## config.mk

```make
export PLATFORM = sky130hd
export DESIGN_NAME = dchain_wr_seq
export DESIGN_NICKNAME = d
export VERILOG_FILES = /design/src/rtl/dcw_pkg.sv /design/src/rtl/dcw_sclk_gen.sv /design/src/rtl/dcw_frame_ctrl.sv /design/src/rtl/dchain_wr_seq.sv
export SDC_FILE = /design/constraint.sdc
export NUM_CORES = 1
export LEC_CHECK = 0
export BUFFER_PORTS_ARGS = -buffer_cell sky130_fd_sc_hd__buf_2
export CORE_MARGIN = 2
export CORE_UTILIZATION = 45
export CTS_BUF_LIST = sky130_fd_sc_hd__clkbuf_8
export CTS_CLUSTER_DIAMETER = 100
export DETAILED_ROUTE_END_ITERATION = 8
export PLACE_DENSITY = 0.76
export SYNTH_ARGS = -nofsm -noshare
export SYNTH_HDL_FRONTEND = slang
export SYNTH_SLANG_ARGS = --single-unit
```

## constraint.sdc

```tcl
create_clock -name clk -period 2.4 [get_ports clk]
set_clock_uncertainty 0.05 [all_clocks]
set_input_delay 0.36 -clock clk [delete_from_list [all_inputs] [get_ports clk]]
set_output_delay 0.36 -clock clk [all_outputs]
set_load 0.02 [all_outputs]
```

## src/rtl/dcw_pkg.sv

```systemverilog
package dcw_pkg;

  localparam int unsigned BYTE_W = 8;

  typedef enum logic [1:0] {
    ST_IDLE  = 2'd0,
    ST_SHIFT = 2'd1,
    ST_GAP   = 2'd2
  } dcw_state_e;

  // Number of serial clocks in frame k of a sequence.
  function automatic int unsigned dcw_frame_len(input logic indiv,
                                                input int unsigned ndev,
                                                input int unsigned k);
    if (indiv) return BYTE_W * (ndev + 1 - k);
    return BYTE_W * (ndev + 1);
  endfunction

  // Bit sent at position idx of a frame: command, data, then zero padding.
  function automatic logic dcw_frame_bit(input logic [BYTE_W-1:0] cmd,
                                         input logic [BYTE_W-1:0] dat,
                                         input int unsigned idx);
    logic [2*BYTE_W-1:0] word;
    word = {cmd, dat};
    if (idx < 2 * BYTE_W) return word[4'(2 * BYTE_W - 1 - idx)];
    return 1'b0;
  endfunction

endpackage

```

## src/rtl/dcw_sclk_gen.sv

```systemverilog
module dcw_sclk_gen #(
  parameter int unsigned HALF = 2
) (
  input  logic clk,
  input  logic rst_n,
  input  logic run,
  output logic sclk,
  output logic rise_evt,
  output logic fall_evt
);
  localparam int unsigned PH_W = (HALF > 1) ? $clog2(HALF) : 1;

  logic [PH_W-1:0] ph;
  logic            tick;

  always_comb begin
    tick     = run && (ph == PH_W'(HALF - 1));
    rise_evt = tick && !sclk;
    fall_evt = tick && sclk;
  end

  always_ff @(posedge clk) begin
    if (!rst_n) begin
      ph   <= '0;
      sclk <= 1'b0;
    end else if (!run) begin
      ph   <= '0;
      sclk <= 1'b0;
    end else if (tick) begin
      ph   <= '0;
      sclk <= ~sclk;
    end else begin
      ph <= ph + 1'b1;
    end
  end

  AST_EDGE_NEEDS_RUN: assert property (@(posedge clk) disable iff (!rst_n)
    $rose(sclk) |-> $past(run)) else $error("sclk rose while stopped");

endmodule

```

## src/rtl/dcw_frame_ctrl.sv

```systemverilog
module dcw_frame_ctrl
  import dcw_pkg::*;
#(
  parameter int unsigned N_DEV = 4,
  parameter int unsigned GAP_W = 8
) (
  input  logic                     clk,
  input  logic                     rst_n,
  input  logic                     start,
  input  logic                     indiv,
  input  logic [BYTE_W-1:0]        cmd,
  input  logic [N_DEV*BYTE_W-1:0]  data_flat,
  input  logic [GAP_W-1:0]         gap,
  input  logic                     rise_evt,
  input  logic                     fall_evt,
  output logic                     run,
  output logic                     sdi,
  output logic                     busy,
  output logic                     done
);
  localparam int unsigned MAX_LEN = BYTE_W * (N_DEV + 1);
  localparam int unsigned BIT_W   = $clog2(MAX_LEN + 1);
  localparam int unsigned IDX_W   = (N_DEV > 1) ? $clog2(N_DEV) : 1;

  dcw_state_e        st;
  logic              mode_q;
  logic [BYTE_W-1:0] cmd_q;
  logic [BYTE_W-1:0] data_q [N_DEV];
  logic [GAP_W-1:0]  gap_q, gcnt;
  logic [IDX_W-1:0]  fidx, slot;
  logic [BIT_W-1:0]  bidx, rcnt, cur_len;
  logic [BYTE_W-1:0] cur_dat;
  logic              last_bit, last_frame, frame_end_evt;

  always_comb begin
    slot          = mode_q ? (IDX_W'(N_DEV - 1) - fidx) : '0;
    cur_dat       = data_q[slot];
    cur_len       = BIT_W'(dcw_frame_len(mode_q, N_DEV, 32'(fidx)));
    last_bit      = (bidx == cur_len - 1'b1);
    last_frame    = !mode_q || (fidx == IDX_W'(N_DEV - 1));
    frame_end_evt = fall_evt && last_bit;
    run           = (st == ST_SHIFT);
    busy          = (st != ST_IDLE);
  end

  always_ff @(posedge clk) begin
    if (!rst_n) begin
      st     <= ST_IDLE;
      mode_q <= 1'b0;
      cmd_q  <= '0;
      gap_q  <= '0;
      gcnt   <= '0;
      fidx   <= '0;
      bidx   <= '0;
      rcnt   <= '0;
      sdi    <= 1'b0;
      done   <= 1'b0;
      for (int i = 0; i < int'(N_DEV); i++) data_q[i] <= '0;
    end else begin
      done <= 1'b0;
      case (st)
        ST_IDLE: if (start) begin
          mode_q <= indiv;
          cmd_q  <= cmd;
          gap_q  <= gap;
          for (int i = 0; i < int'(N_DEV); i++)
            data_q[i] <= data_flat[i*BYTE_W +: BYTE_W];
          fidx <= '0;
          bidx <= '0;
          rcnt <= '0;
          sdi  <= cmd[BYTE_W-1];
          st   <= ST_SHIFT;
        end
        ST_SHIFT: begin
          if (rise_evt) rcnt <= rcnt + 1'b1;
          if (fall_evt) begin
            if (last_bit) begin
              sdi <= 1'b0;
              if (last_frame) begin
                st   <= ST_IDLE;
                done <= 1'b1;
              end else begin
                st   <= ST_GAP;
                gcnt <= gap_q;
                fidx <= fidx + 1'b1;
              end
            end else begin
              bidx <= bidx + 1'b1;
              sdi  <= dcw_frame_bit(cmd_q, cur_dat, 32'(bidx) + 1);
            end
          end
        end
        ST_GAP: begin
          if (gcnt == '0) begin
            st   <= ST_SHIFT;
            bidx <= '0;
            rcnt <= '0;
            sdi  <= cmd_q[BYTE_W-1];
          end else begin
            gcnt <= gcnt - 1'b1;
          end
        end
        default: st <= ST_IDLE;
      endcase
    end
  end

  AST_FRAME_LEN: assert property (@(posedge clk) disable iff (!rst_n)
    frame_end_evt |-> (rcnt == cur_len)) else $error("frame edge count");
  AST_GAP_NO_EDGE: assert property (@(posedge clk) disable iff (!rst_n)
    (st == ST_GAP) |-> !rise_evt && !fall_evt) else $error("edge in gap");
  AST_DONE_SINGLE: assert property (@(posedge clk) disable iff (!rst_n)
    done |=> !done) else $error("done too long");
  AST_CAPTURE_HELD: assert property (@(posedge clk) disable iff (!rst_n)
    (busy && $past(busy)) |-> ($stable(mode_q) && $stable(cmd_q) && $stable(gap_q)))
    else $error("captured setting moved");

endmodule

```

## src/rtl/dchain_wr_seq.sv

```systemverilog
module dchain_wr_seq
  import dcw_pkg::*;
#(
  parameter int unsigned N_DEV = 4,
  parameter int unsigned HALF  = 2,
  parameter int unsigned GAP_W = 8
) (
  input  logic                    clk,
  input  logic                    rst_n,
  input  logic                    start,
  input  logic                    indiv_mode,
  input  logic [7:0]              cmd_byte,
  input  logic [N_DEV*8-1:0]      reg_values,
  input  logic [GAP_W-1:0]        gap_cycles,
  output logic                    busy,
  output logic                    done,
  output logic                    ser_clk,
  output logic                    ser_din,
  output logic                    conv
);
  logic run_w, rise_w, fall_w;

  dcw_sclk_gen #(.HALF(HALF)) u_sclk (
    .clk      (clk),
    .rst_n    (rst_n),
    .run      (run_w),
    .sclk     (ser_clk),
    .rise_evt (rise_w),
    .fall_evt (fall_w)
  );

  dcw_frame_ctrl #(.N_DEV(N_DEV), .GAP_W(GAP_W)) u_ctrl (
    .clk       (clk),
    .rst_n     (rst_n),
    .start     (start),
    .indiv     (indiv_mode),
    .cmd       (cmd_byte),
    .data_flat (reg_values),
    .gap       (gap_cycles),
    .rise_evt  (rise_w),
    .fall_evt  (fall_w),
    .run       (run_w),
    .sdi       (ser_din),
    .busy      (busy),
    .done      (done)
  );

  assign conv = 1'b0;

  AST_DIN_SETUP: assert property (@(posedge clk) disable iff (!rst_n)
    (ser_din != $past(ser_din)) |-> !ser_clk) else $error("din moved high");
  AST_IDLE_QUIET: assert property (@(posedge clk) disable iff (!rst_n)
    !busy |-> (!ser_clk && !ser_din)) else $error("lines active idle");

endmodule

```

* Word level (Yosys, flattened, before mapping) *
Memories as Yosys holds them, arrays and structs flattened.
Index checks and enable logic that the tools add are counted.

word-level totals
  bits of input ports = 52
  memory bits (read-only) = 0
  word-level logic and storage cells = 109
  memory bits (writable) = 32
  output and inout port bits = 5
  bits in latches = 0
  memories = 1
  flip-flop bits (word level) = 39

memory list
  memory         words  bits a word  rd ports  clocked after memory_dff  write ports  RTL line              source
  u_ctrl.data_q  4      8            1         0                         4            dcw_frame_ctrl.sv:28  logic [BYTE_W-1:0] data_q [N_DEV];

cells by class
  reduce and logical (&&, ||, !) cells = 19
  magnitude comparators = 2
  bitwise logic cells = 7
  muxes and demuxes = 49
  shifts and indexed selects = 0
  multiply operators = 0
  div/mod/pow operators = 0
  $add $sub $neg = 9
  equality and inequality tests = 11

operator list
  operator                                                                       count
  8-bit two-way mux                                                              8
  6-bit two-way mux                                                              6
  2-bit two-way mux                                                              10
  1-bit two-way mux                                                              19
  6-bit case mux with 3 select lines                                             1
  8-bit case mux with 2 select lines                                             1
  5-bit AND reduction                                                            3
  4-bit AND reduction                                                            3
  2-bit != test (second input constant)                                          5
  8-bit logical NOT                                                              1
  8-bit by 1-bit subtractor with 8-bit output (second input constant)            1
  6-bit by 1-bit adder with 7-bit output (second input constant)                 1
  7-bit by 5-bit less-than comparator with 1-bit output (second input constant)  1
  6-bit by 1-bit adder with 6-bit output (second input constant)                 1
  6-bit == test                                                                  1
  2-bit case mux with 3 select lines                                             1
  2-bit nonzero test                                                             3
  6-bit by 1-bit subtractor with 6-bit output (second input constant)            1
  4-bit by 5-bit less-than comparator with 1-bit output (second input constant)  1
  1-bit binary-select mux with 4-bit select                                      1
  2-bit == test (second input constant)                                          2
  2-bit by 1-bit != test with 1-bit output (second input constant)               2
  1-bit bitwise OR                                                               4
  2-bit case mux with 2 select lines                                             1
  other kinds (15)                                                               19

* Longest topological paths before layout *
Gate-level depths: netlist (run 1).

  depth in word-level cells = 13
  gate-level depth with buffers = 10
  mapped depth without buffers = 8

* Hierarchy *
A second synthesis (run 1) with hierarchy kept.

unflattened totals
  cells, all modules = 361
  area total of the unflattened synthesis = 3659.8 µm²

modules (own cells, without submodules)
  module          times used  sequential area each (µm²)  area each (µm²)  cells each
  dcw_frame_ctrl  1           1701.6                      3573.4           350
  dcw_sclk_gen    1           40.0                        75.1             9
  dchain_wr_seq   1           0.0                         11.3             2

* Worst setup path after synthesis (run 1) *
OpenSTA, ideal clock, no wires.

  path type = register to register
  start point = reg u_ctrl.fidx[0]
  end point = reg u_ctrl.gcnt[2]
  clock period less this slack = 2.347 ns
  setup slack = 0.053 ns
  setup time = 0.130 ns
  stages on the path, launching flop included = 11
  arrival = 2.167 ns
  data required time = 2.220 ns
  path buffers = 2
  path through = dfxtp_1 buf_2 nand2_1 ha_1 xnor2_1 o211ai_1 o31ai_2 o21ai_1 clkbuf_1 a21oi_1 o22ai_1

on the way
  longest elaborated chain between the ends = 7
  elaborated cells on any way between the ends = 10
  classes of those cells = 2 x add/sub; 4 x eq/ne; 2 x mux; 2 x reduce/logical

ends and longest elaborated chain
  item                                                       RTL line               source
  start: declaration                                         dcw_frame_ctrl.sv:30   logic [IDX_W-1:0] fidx, slot;
  start signal: assignment                                   dcw_frame_ctrl.sv:85   fidx <= fidx + 1'b1;
  3-bit by 2-bit subtractor with 3-bit output                dcw_pkg.sv:15          if (indiv) return BYTE_W * (ndev + 1 - k);
  6-bit two-way mux                                          dcw_pkg.sv:15
  6-bit two-way mux                                          dcw_pkg.sv:16          return BYTE_W * (ndev + 1);
  6-bit by 1-bit subtractor with 6-bit output                dcw_frame_ctrl.sv:39   last_bit = (bidx == cur_len - 1'b1);
  6-bit == test                                              dcw_frame_ctrl.sv:39
  2-bit by 1-bit != test with 1-bit output (no source line)  -
  5-bit AND reduction (no source line) *                     -
  end signal: assignment                                     dcw_frame_ctrl.sv:84   gcnt <= gap_q;
  end signal: assignment                                     dcw_frame_ctrl.sv:100  gcnt <= gcnt - 1'b1;
  end: declaration                                           dcw_frame_ctrl.sv:29   logic [GAP_W-1:0] gap_q, gcnt;

Mark *: on every way between the ends. The rest lies on a longest branch, timed or not.
A chain may end at the register's enable or synchronous reset.

* Worst setup path after layout (run 1) *
  start point = reg u_ctrl.st[0]
  end point = reg u_ctrl.bidx[4]

on the way
  longest elaborated chain between the ends = 5
  elaborated cells on any way between the ends = 12
  classes of those cells = 6 x eq/ne; 1 x mux; 5 x reduce/logical

ends and longest elaborated chain
  item                                      RTL line                                    source
  start: declaration                        dcw_frame_ctrl.sv:25                        dcw_state_e st;
  start signal: assignment                  dcw_frame_ctrl.sv:48                        st <= ST_IDLE;
  start signal: assignment                  dcw_frame_ctrl.sv:72                        st <= ST_SHIFT;
  start signal: assignment                  dcw_frame_ctrl.sv:80                        st <= ST_IDLE;
  2-bit by 1-bit == test with 1-bit output  dcw_frame_ctrl.sv:42, dcw_frame_ctrl.sv:61
  1-bit logical AND                         dcw_sclk_gen.sv:17                          tick = run && (ph == PH_W'(HALF - 1));
  1-bit logical AND                         dcw_sclk_gen.sv:19                          fall_evt = tick && sclk;
  2-bit != test (no source line)            -
  5-bit AND reduction (no source line)      -
  end signal: assignment                    dcw_frame_ctrl.sv:88                        bidx <= bidx + 1'b1;
  end: declaration                          dcw_frame_ctrl.sv:31                        logic [BIT_W-1:0] bidx, rcnt, cur_len;

Several ways; a longest one is shown, not always the timed one.

==> results of run 1 <==
==> routing by layer <==
layer	GRT usage, %	routed length [um]	vias to the layer above	part of all wire [%]
li1	-	-	1361	-
met1	23.2	3260	1239	46
met2	27.4	3270	96	46
met3	4.39	469	13	6.6
met4	6.99	142	0	2.0
met5	0	0	-	0
==> cell type report <==
| cell class | count | area (um^2) |
|---|---|---|
| Clock buffer | 9 | 124 |
| Clock inverter | 7 | 65.1 |
| Fill cell | 695 | 3530 |
| Inverter | 13 | 48.8 |
| Multi-Input combinational cell | 233 | 1670 |
| Sequential cell | 71 | 1740 |
| Tap cell | 102 | 128 |
| Timing Repair Buffer | 69 | 380 |
==> logic make-up (layout without fill, tap and decap cells) <==
group | count (synthesis) | in the layout | synth area share (%)
flip-flops | 71 | 71 | 49.3
buffers and inverters | 31 | 98 | 3.50
AO/OA/AOI/OAI | 84 | 84 | 18.6
adder cells (fa/ha/maj) | 9 | 9 | 3.19
other | 1 | 1 | 0.106
multiplexers | 14 | 14 | 5.77
AND/OR/NAND/NOR | 120 | 120 | 18.3
XOR/XNOR | 5 | 5 | 1.24
==> state kept, by name, summed over array words and instances, names as in the netlist, 2 cells and up <==
register	cells
u_ctrl.cmd_q	8
u_ctrl.fidx	2
u_ctrl.data_q	32
u_ctrl.st	2
u_ctrl.bidx	6
u_ctrl.gcnt	8
u_ctrl.gap_q	8
==> where the power goes <==
group | switching, uW | total, uW | leakage (uW) | internal [uW]
logic | 436 | 784 | 0.000902 | 348
clock network | 449 | 922 | 0.000102 | 473
registers | 78.4 | 1500 | 0.000666 | 1430
total | 964 | 3210 | 0.00167 | 2250
==> worst max-delay path: stages (launching register included) <==
cell	delay (ns)
dfxtp_1	0.40
inv_1	0.09
ha_1	0.26
inv_1	0.11
nor2_1	0.08
a2111oi_4	0.49
nand2_2	0.11
or4_1	0.41
a21boi_1	0.17
==> per-stage QoR <==
stage	instance area [um^2]	power, uW	hold WS (ns)	cells
after floorplan	3530	2080	0.388	335
after global placement	3970	2290	0.409	488
after detailed placement	3970	2310	0.420	488
after CTS	4160	3220	0.159	504
after global routing	4160	3370	0.163	504
final	4160	3210	0.164	504
==> layout by cell type (no fill, tap or decap), drive strengths merged, types with 10 or more instances in the layout <==
master and n:
a22o 16, a21oi 10, nor2 15, inv 15, edfxtp 32, dfxtp 39
nand2 32, buf 69, and2 32
==> final timing paths <==
check        cells after the start         endpoint             from
max                              8   u_ctrl.bidx[4]     u_ctrl.st[0]
min                              2  u_ctrl.gap_q[2]    gap_cycles[2]
max reg2reg                      8   u_ctrl.bidx[4]     u_ctrl.st[0]
min reg2reg                      1  u_ctrl.cmd_q[0]  u_ctrl.cmd_q[0]
==> results.sh, run 1 <==
export IMPL_status="finished clean"
export IMPL_ys_top_cells_by_count="dfxtp_1, and2_1, edfxtp_1, nand2_1, a22o_1"
export IMPL_synth_seq_cells=71
export IMPL_first_pass_iters=4
export IMPL_drc_errors=0
export IMPL_synthFlopType="dfxtp_1"
export IMPL_yosysWarnings=0
export IMPL_drv_cap=0
export IMPL_crit_type="reg -> reg"
export IMPL_cts_resized=0
export IMPL_rows=32
export IMPL_synth_top_area_share_pct=27.2
export IMPL_postCtsSetupBuffers=0
export IMPL_synthesis_area_um2=3530
export IMPL_grt_first_pass_wirelength_mm=11.7
export IMPL_nNetsFinal=458
export IMPL_yosysMostFrequentCell="dfxtp_1"
export IMPL_finalSetupViolations=0
export IMPL_post_route_period_util_pct=93.6
export IMPL_htreeDepth=3
export IMPL_hold_class="in -> reg"
export IMPL_postSynth_asyncResetShare_pct=0
export IMPL_drt_iter0_markers=147
export IMPL_grtUsageTotal_pct=17.5
export IMPL_arrival_ns=2.47
export IMPL_start_kind="flop"
export IMPL_die_w_um=92.6
export IMPL_power_density_nw_per_um2=772
export IMPL_crit_fanout=7
export IMPL_wl_mm=7.14
export IMPL_cts_root_buf="clkbuf_8"
export IMPL_final_util_pct=54.1
export IMPL_initial_utilization_pct=46.0
export IMPL_cts_tree="built"
export IMPL_fp_dieH_um=92.6
export IMPL_netlist_top_cells_area="edfxtp_1, dfxtp_1, and2_1, a22o_1, nand2_1"
export IMPL_grt_antenna_before_repair=0
export IMPL_min_period_ns=2.25
export IMPL_rsz0062_at_grt="false"
export IMPL_clk_pin_slew_worst_paths_ns=0.08
export IMPL_cts_buffer_depth=2
export IMPL_gr_total_overflow=0
export IMPL_cts_sinks=71
export IMPL_critPathRequiredTime_ns=2.62
export IMPL_core_um2=7690
export IMPL_ios=57
export IMPL_synth_fp_nets=396
export IMPL_grt_max_degree=50
export IMPL_post_drt_via_cell_ratio=5.38
export IMPL_vdd_drop_max_uv=455
export IMPL_tns_ns=0
export IMPL_setup_ws_ns=0.154
export IMPL_hpwl_mm=5.21
export IMPL_yosysUniqueCellTypes=55
export IMPL_clk_insertion_delay_late_ns=0.35
export IMPL_port_buffers=55
export IMPL_syn_avg_cell_area_um2=10.6
export IMPL_antenna_left=0
export IMPL_pre_cts_slack_ns=0.168
export IMPL_cts_buffers_inserted=9
export IMPL_fmax_mhz=445
export IMPL_ys_seq_area_share_pct=49.3
export IMPL_yosysTopAreaCell="edfxtp_1"
export IMPL_finalHoldViolCount=0
export IMPL_rrSetupSlack_ns=0.15
export IMPL_drive_gt1_share_pct=23.6
export IMPL_grt_pass1_vias=2497
export IMPL_ctsHoldBuffers=0
export IMPL_synth_edf_count=32
export IMPL_syn_inst=335
export IMPL_endpoint_kind="flop"
export IMPL_routedWlPerCell_um=14.2
export IMPL_num_antenna_cells=0
export IMPL_slew_viol_final=0
export IMPL_place_congestion=0.851
export IMPL_area_growth_pct=17.6
export IMPL_route_vias_total=2709
export IMPL_die_area_um2=8580
export IMPL_p_leak_uw=0.00167
Note: power is estimated with default switching activity, not from simulation.
==> run 2, diff against run 1 <==
--- a/config.mk
+++ b/config.mk
@@ -5,13 +5,14 @@
 export SDC_FILE = /design/constraint.sdc
 export NUM_CORES = 1
 export LEC_CHECK = 0
-export BUFFER_PORTS_ARGS = -buffer_cell sky130_fd_sc_hd__buf_2
+export ABC_CLOCK_PERIOD_IN_PS = 2750
+export BUFFER_PORTS_ARGS = -buffer_cell sky130_fd_sc_hd__clkbuf_2
 export CORE_MARGIN = 2
 export CORE_UTILIZATION = 45
 export CTS_BUF_LIST = sky130_fd_sc_hd__clkbuf_8
 export CTS_CLUSTER_DIAMETER = 100
 export DETAILED_ROUTE_END_ITERATION = 8
-export PLACE_DENSITY = 0.76
+export PLACE_DENSITY = 0.74
 export SYNTH_ARGS = -nofsm -noshare
 export SYNTH_HDL_FRONTEND = slang
 export SYNTH_SLANG_ARGS = --single-unit
==> constraint.sdc (replaced) <==
create_clock -name clk -period 2.75 [get_ports clk]
set_clock_uncertainty 0.05 [all_clocks]
set_input_delay 0.4125 -clock clk [delete_from_list [all_inputs] [get_ports clk]]
set_output_delay 0.4125 -clock clk [all_outputs]
set_load 0.02 [all_outputs]
==> run 2 against run 1 <==
Die area unchanged. Global-route usage increased by 0.64 points. Clock power increased by 7.6%. Flip-flop and latch count unchanged. Clock-buffer cell count unchanged. Register-to-register slack improved by 0.06 ns. Critical path depth unchanged. Setup slack improved by 0.059 ns. Sequential power decreased by 13%. Largest cell class unchanged. Cell area increased by 0.60%. Total power decreased by 6.9%.
==> results.sh, run 2 (same netlist as run 1, synthesis figures left out) <==
export IMPL_clk_insertion_delay_late_ns=0.34
export IMPL_total_power_uw=2990
export IMPL_post_route_period_util_pct=92.3
export IMPL_hold_path_depth=2
export IMPL_wl_mm=7.33
export IMPL_fp_dieH_um=92.6
export IMPL_place_congestion=0.818
export IMPL_cts_root_buf="clkbuf_8"
export IMPL_finalSetupViolations=0
export IMPL_finalHoldViolCount=0
export IMPL_grt_pass1_vias=2639
export IMPL_rsz0062_at_grt="false"
export IMPL_fmax_mhz=394
export IMPL_clk_pin_slew_worst_paths_ns=0.08
export IMPL_grtUsageTotal_pct=18.1
export IMPL_hp_start="gap_cycles[3]"
export IMPL_num_antenna_cells=0
export IMPL_arrival_ns=2.76
export IMPL_core_um2=7690
export IMPL_nNetsFinal=455
export IMPL_cts_buffer_depth=2
export IMPL_reg2regPathDepth=8
export IMPL_gr_total_overflow=0
export IMPL_slew_headroom_pct=33.6
export IMPL_grt_antenna_before_repair=0
export IMPL_drc_errors=0
export IMPL_cp_slowest_stage_delay_ns=0.52
export IMPL_r2r_end="u_ctrl.gcnt[1]"
export IMPL_power_density_nw_per_um2=715
export IMPL_slowest_stage="dfxtp_1"
export IMPL_drive_gt1_share_pct=23.1
export IMPL_ios=57
export IMPL_final_common_cell="clkbuf_2"
export IMPL_post_drt_via_cell_ratio=5.44
export IMPL_drt_iter0_markers=175
export IMPL_final_cell_mix="clkbuf_2, dfxtp_1, and2_1, edfxtp_1, nand2_1"
export IMPL_route_vias_total=2725
export IMPL_regMostFlops="u_ctrl.data_q"
export IMPL_vdd_drop_max_uv=473
export IMPL_routedWlPerCell_um=14.6
export IMPL_first_pass_iters=4
export IMPL_p_leak_uw=0.00168
export IMPL_initial_utilization_pct=46.0
export IMPL_port_buffers=55
export IMPL_slew_viol_final=0
export IMPL_start_kind="flop"
export IMPL_cts_sinks=71
export IMPL_die_w_um=92.6
export IMPL_tightest_slew_ns=0.990
export IMPL_cts_tree="built"
export IMPL_status="finished clean"
export IMPL_cts_buffers_inserted=9
export IMPL_endpoint_kind="flop"
export IMPL_r2r_start="u_ctrl.fidx[1]"
export IMPL_grt_first_pass_wirelength_mm=12.3
export IMPL_antenna_left=0
export IMPL_hpwl_mm=5.25
export IMPL_drv_cap=0
export IMPL_cts_resized=0
export IMPL_hold_class="in -> reg"
export IMPL_whs_endpoint="u_ctrl.gap_q[3]"
export IMPL_crit_type="reg -> reg"
export IMPL_rrSetupSlack_ns=0.21
export IMPL_postCtsSetupBuffers=0
export IMPL_critPathRequiredTime_ns=2.97
export IMPL_crit_fanout=16
export IMPL_min_period_ns=2.54
export IMPL_die_area_um2=8580
export IMPL_grt_max_degree=35
export IMPL_tns_ns=0
export IMPL_largest_register_ffs=32
export IMPL_area_growth_pct=18.3
export IMPL_crit_start="u_ctrl.fidx[1]"
export IMPL_htreeDepth=3
export IMPL_ctsHoldBuffers=0
export IMPL_crit_chain="nand2_1 > ha_1 > xnor2_1 > o211ai_1 > o31ai_2 > o21ai_1 > a211o_1 > a21boi_1"
export IMPL_rows=32
run 2: changes by cell type in the layout (fill, tap and decap cells not counted):
cell and delta:
inv_4 -1, buf_2 -55, inv_1 -1, clkinv_4 -1, clkbuf_2 +55, bufinv_16 +2, clkinvlp_4 +1, clkinv_1 +1
clkinv_2 -1, buf_4 -3
run 2: final cells by class:
| type | instances | area, um^2 |
|---|---|---|
| multi-input cells | 233 | 1670 |
| flip-flops and latches | 71 | 1740 |
| clock buffers | 9 | 124 |
| fillers | 701 | 3510 |
| inverters | 13 | 48.8 |
| well taps | 102 | 128 |
| clock inverters | 7 | 113 |
| repair buffers | 66 | 358 |
run 2: worst max-delay path: cells and delay by family, from the launching register on:
kind | cells | cell delay, ns
AOI/OAI and AO/OA | 5 | 1.37
DFF | 1 | 0.52
adders and majority gates | 1 | 0.29
xor gates and xnor gates | 1 | 0.13
and+or+nand+nor | 1 | 0.10
run 2: worst max-delay path by stage:
stage	cells past startpoint	endpoint
5_1_grt	8	u_ctrl.gcnt[1]
3_3_place_gp	8	u_ctrl.gcnt[1]
4_1_cts	8	u_ctrl.gcnt[1]
6_report	8	u_ctrl.gcnt[1]
3_5_place_dp	8	u_ctrl.gcnt[1]
2_1_floorplan	10	u_ctrl.gcnt[2]
run 2: layer usage:
metal  wire (um)  global-route usage [%]  part of all wire, %  up-vias
met5           0                       0                    0        -
met4          95                    5.15                  1.3        0
met3         415                    5.13                  5.7        9
met2        3480                    29.6                   47       86
met1        3340                    23.6                   46     1279
li1            -                       -                    -     1351
run 2: report_power, final:
group	leakage, uW	internal, uW	switching [uW]
clock	0.000114	596	396
combinational	0.000896	300	385
sequential	0.000666	1240	69.0
run 2: through the flow:
step	util (%)	setup slack [ns]	hold slack [ns]	instances	area, um^2
3_5_place_dp	51.3	0.252	0.416	485	3950
5_1_grt	54.4	0.0334	0.219	501	4180
2_1_floorplan	-	0.403	0.388	335	3530
4_1_cts	54.4	0.222	0.214	501	4180
3_3_place_gp	51.3	0.296	0.404	485	3950
6_report	54.4	0.213	0.224	501	4180
==> run 3, diff against run 2 <==
--- a/config.mk
+++ b/config.mk
@@ -5,7 +5,7 @@
 export SDC_FILE = /design/constraint.sdc
 export NUM_CORES = 1
 export LEC_CHECK = 0
-export ABC_CLOCK_PERIOD_IN_PS = 2750
+export ABC_CLOCK_PERIOD_IN_PS = 2400
 export BUFFER_PORTS_ARGS = -buffer_cell sky130_fd_sc_hd__clkbuf_2
 export CORE_MARGIN = 2
 export CORE_UTILIZATION = 45
==> constraint.sdc (replaced) <==
create_clock -name clk -period 2.4 [get_ports clk]
set_clock_uncertainty 0.05 [all_clocks]
set_input_delay 0.36 -clock clk [delete_from_list [all_inputs] [get_ports clk]]
set_output_delay 0.36 -clock clk [all_outputs]
set_load 0.02 [all_outputs]
==> run 3 against run 2 <==
Register-to-register slack improved by 0.07 ns. Die area unchanged. Worst hold slack got worse by 0.050 ns. Critical path type unchanged. Fmax increased by 20%.
==> results.sh, run 3 (same netlist as run 1, synthesis figures left out) <==
export IMPL_total_power_uw=3320
export IMPL_power_density_nw_per_um2=793
export IMPL_post_route_period_util_pct=88.3
export IMPL_r2r_end="u_ctrl.bidx[5]"
export IMPL_grtUsageTotal_pct=18.3
export IMPL_endpoint_kind="flop"
export IMPL_ctsHoldBuffers=0
export IMPL_grt_pass1_vias=2638
export IMPL_routedWlPerCell_um=14.4
export IMPL_critPathRequiredTime_ns=2.63
export IMPL_ios=57
export IMPL_drv_cap=0
export IMPL_largest_register_ffs=32
export IMPL_drc_errors=0
export IMPL_intPower_uw=2350
export IMPL_slowest_stage="or3_1"
export IMPL_rrSetupSlack_ns=0.28
export IMPL_start_kind="flop"
export IMPL_post_drt_via_cell_ratio=5.45
export IMPL_first_pass_iters=4
export IMPL_setup_ws_ns=0.281
export IMPL_htreeDepth=3
export IMPL_area_growth_pct=18.4
export IMPL_rows=32
export IMPL_tns_ns=0
export IMPL_cts_tree="built"
export IMPL_crit_start="u_ctrl.mode_q"
export IMPL_drt_iter0_markers=167
export IMPL_drive_gt1_share_pct=24.1
export IMPL_crit_fanout=6
export IMPL_final_util_pct=54.5
export IMPL_pre_cts_slack_ns=0.206
export IMPL_pwr_share_seq_pct=45.1
export IMPL_crit_type="reg -> reg"
export IMPL_p_leak_uw=0.00169
export IMPL_rsz0062_at_grt="false"
export IMPL_die_area_um2=8580
export IMPL_gr_total_overflow=0
export IMPL_reg2regPathDepth=8
export IMPL_regMostFlops="u_ctrl.data_q"
export IMPL_place_congestion=0.898
export IMPL_whs_endpoint="u_ctrl.gap_q[7]"
export IMPL_crit_chain="nand2_1 > ha_1 > xnor2_1 > o211ai_1 > nor2_1 > or3_1 > or3_1 > a21boi_1"
export IMPL_final_common_cell="clkbuf_2"
export IMPL_vdd_drop_max_uv=545
export IMPL_initial_utilization_pct=46.0
export IMPL_hpwl_mm=5.30
export IMPL_r2r_start="u_ctrl.mode_q"
export IMPL_cts_sinks=71
export IMPL_final_cell_mix="clkbuf_2, dfxtp_1, and2_1, edfxtp_1, nand2_1"
export IMPL_cpMostUsedCell="or3_1"
export IMPL_arrival_ns=2.35
export IMPL_grt_antenna_before_repair=0
export IMPL_cp_slowest_stage_delay_ns=0.37
export IMPL_core_um2=7690
export IMPL_clk_insertion_delay_late_ns=0.34
export IMPL_grt_first_pass_wirelength_mm=12.5
export IMPL_pwr_share_clk_pct=31.0
export IMPL_cts_root_buf="clkbuf_8"
export IMPL_hp_start="gap_cycles[7]"
export IMPL_antenna_left=0
export IMPL_grt_max_degree=50
export IMPL_nNetsFinal=459
export IMPL_cts_buffers_inserted=9
export IMPL_slew_viol_final=0
export IMPL_fp_dieH_um=92.6
export IMPL_port_buffers=55
export IMPL_num_antenna_cells=0
export IMPL_die_w_um=92.6
export IMPL_min_period_ns=2.12
export IMPL_cts_buffer_depth=2
export IMPL_status="finished clean"
export IMPL_p_switching_uw=967
export IMPL_finalHoldViolCount=0
export IMPL_power_frac_comb_pct=23.8
export IMPL_hold_class="in -> reg"
export IMPL_fmax_mhz=472
export IMPL_route_vias_total=2751
export IMPL_wl_mm=7.25
export IMPL_switching_share_pct=29.1
export IMPL_finalSetupViolations=0
export IMPL_hold_path_depth=2
export IMPL_clk_pin_slew_worst_paths_ns=0.08
[run 3: cell types whose count changed in the layout (fill, tap and decap cells not counted)]
| cell | before | now |
|---|---|---|
| buf_4 | 11 | 15 |
| bufinv_16 | 3 | 2 |
| clkinv_2 | 0 | 3 |
| clkinv_4 | 0 | 1 |
| clkinvlp_4 | 2 | 0 |
| inv_1 | 13 | 12 |
[run 3: metrics by stage]
stage / cell area [um^2] / cells / hold slack, ns
3_5_place_dp: 3980 / 489 / 0.414
4_1_cts: 4190 / 505 / 0.153
3_3_place_gp: 3980 / 489 / 0.407
2_1_floorplan: 3530 / 335 / 0.388
5_1_grt: 4190 / 505 / 0.155
6_report: 4190 / 505 / 0.174
[run 3: worst max-delay path by stage]
stage                                end  cells after the start
final                     u_ctrl.bidx[5]                      8
after global placement    u_ctrl.bidx[4]                      8
after CTS                 u_ctrl.bidx[4]                      8
after detailed placement  u_ctrl.bidx[4]                      8
after global routing      u_ctrl.bidx[4]                      6
after floorplan           u_ctrl.gcnt[2]                     10
[run 3: area by class of cell]
type / count / area (um^2)
clock buffers: 9 / 124
clock inverters: 7 / 87.6
fillers: 674 / 3500
inverters: 13 / 48.8
multi-input cells: 233 / 1670
flip-flops and latches: 71 / 1740
well taps: 102 / 128
repair buffers: 70 / 388
[run 3: repair_timing]
item	in CTS	in global routing
buffers inserted	0	0
gates resized for setup	0	0
endpoints found under the setup margin	0	1
[run 3: critical path: cells and delay by family, from the launching register on]
kind,cells,cell delay [ns]
flip-flops,1,0.35
AO/OA/AOI/OAI,2,0.31
XOR/XNOR,1,0.13
adder cells (fa/ha/maj),1,0.31
AND/OR/NAND/NOR,4,0.91
[run 3: per-layer routing]
layer | global-route usage (%) | up-vias | part of all wire (%)
met3 | 4.31 | 9 | 5.3
li1 | - | 1358 | -
met4 | 5.88 | 0 | 0.94
met1 | 24.8 | 1308 | 47
met5 | 0 | - | 0
met2 | 29.3 | 76 | 47
[run 3: power groups by stage]
| stage | combinational (uW) | sequential (uW) | clock (uW) |
|---|---|---|---|
| global placement | 781 | 1520 | 0 |
| detailed placement | 791 | 1530 | 0 |
| floorplan | 568 | 1510 | 0 |
| CTS | 795 | 1500 | 1060 |
| finish | 792 | 1500 | 1030 |
| global route | 887 | 1510 | 1120 |
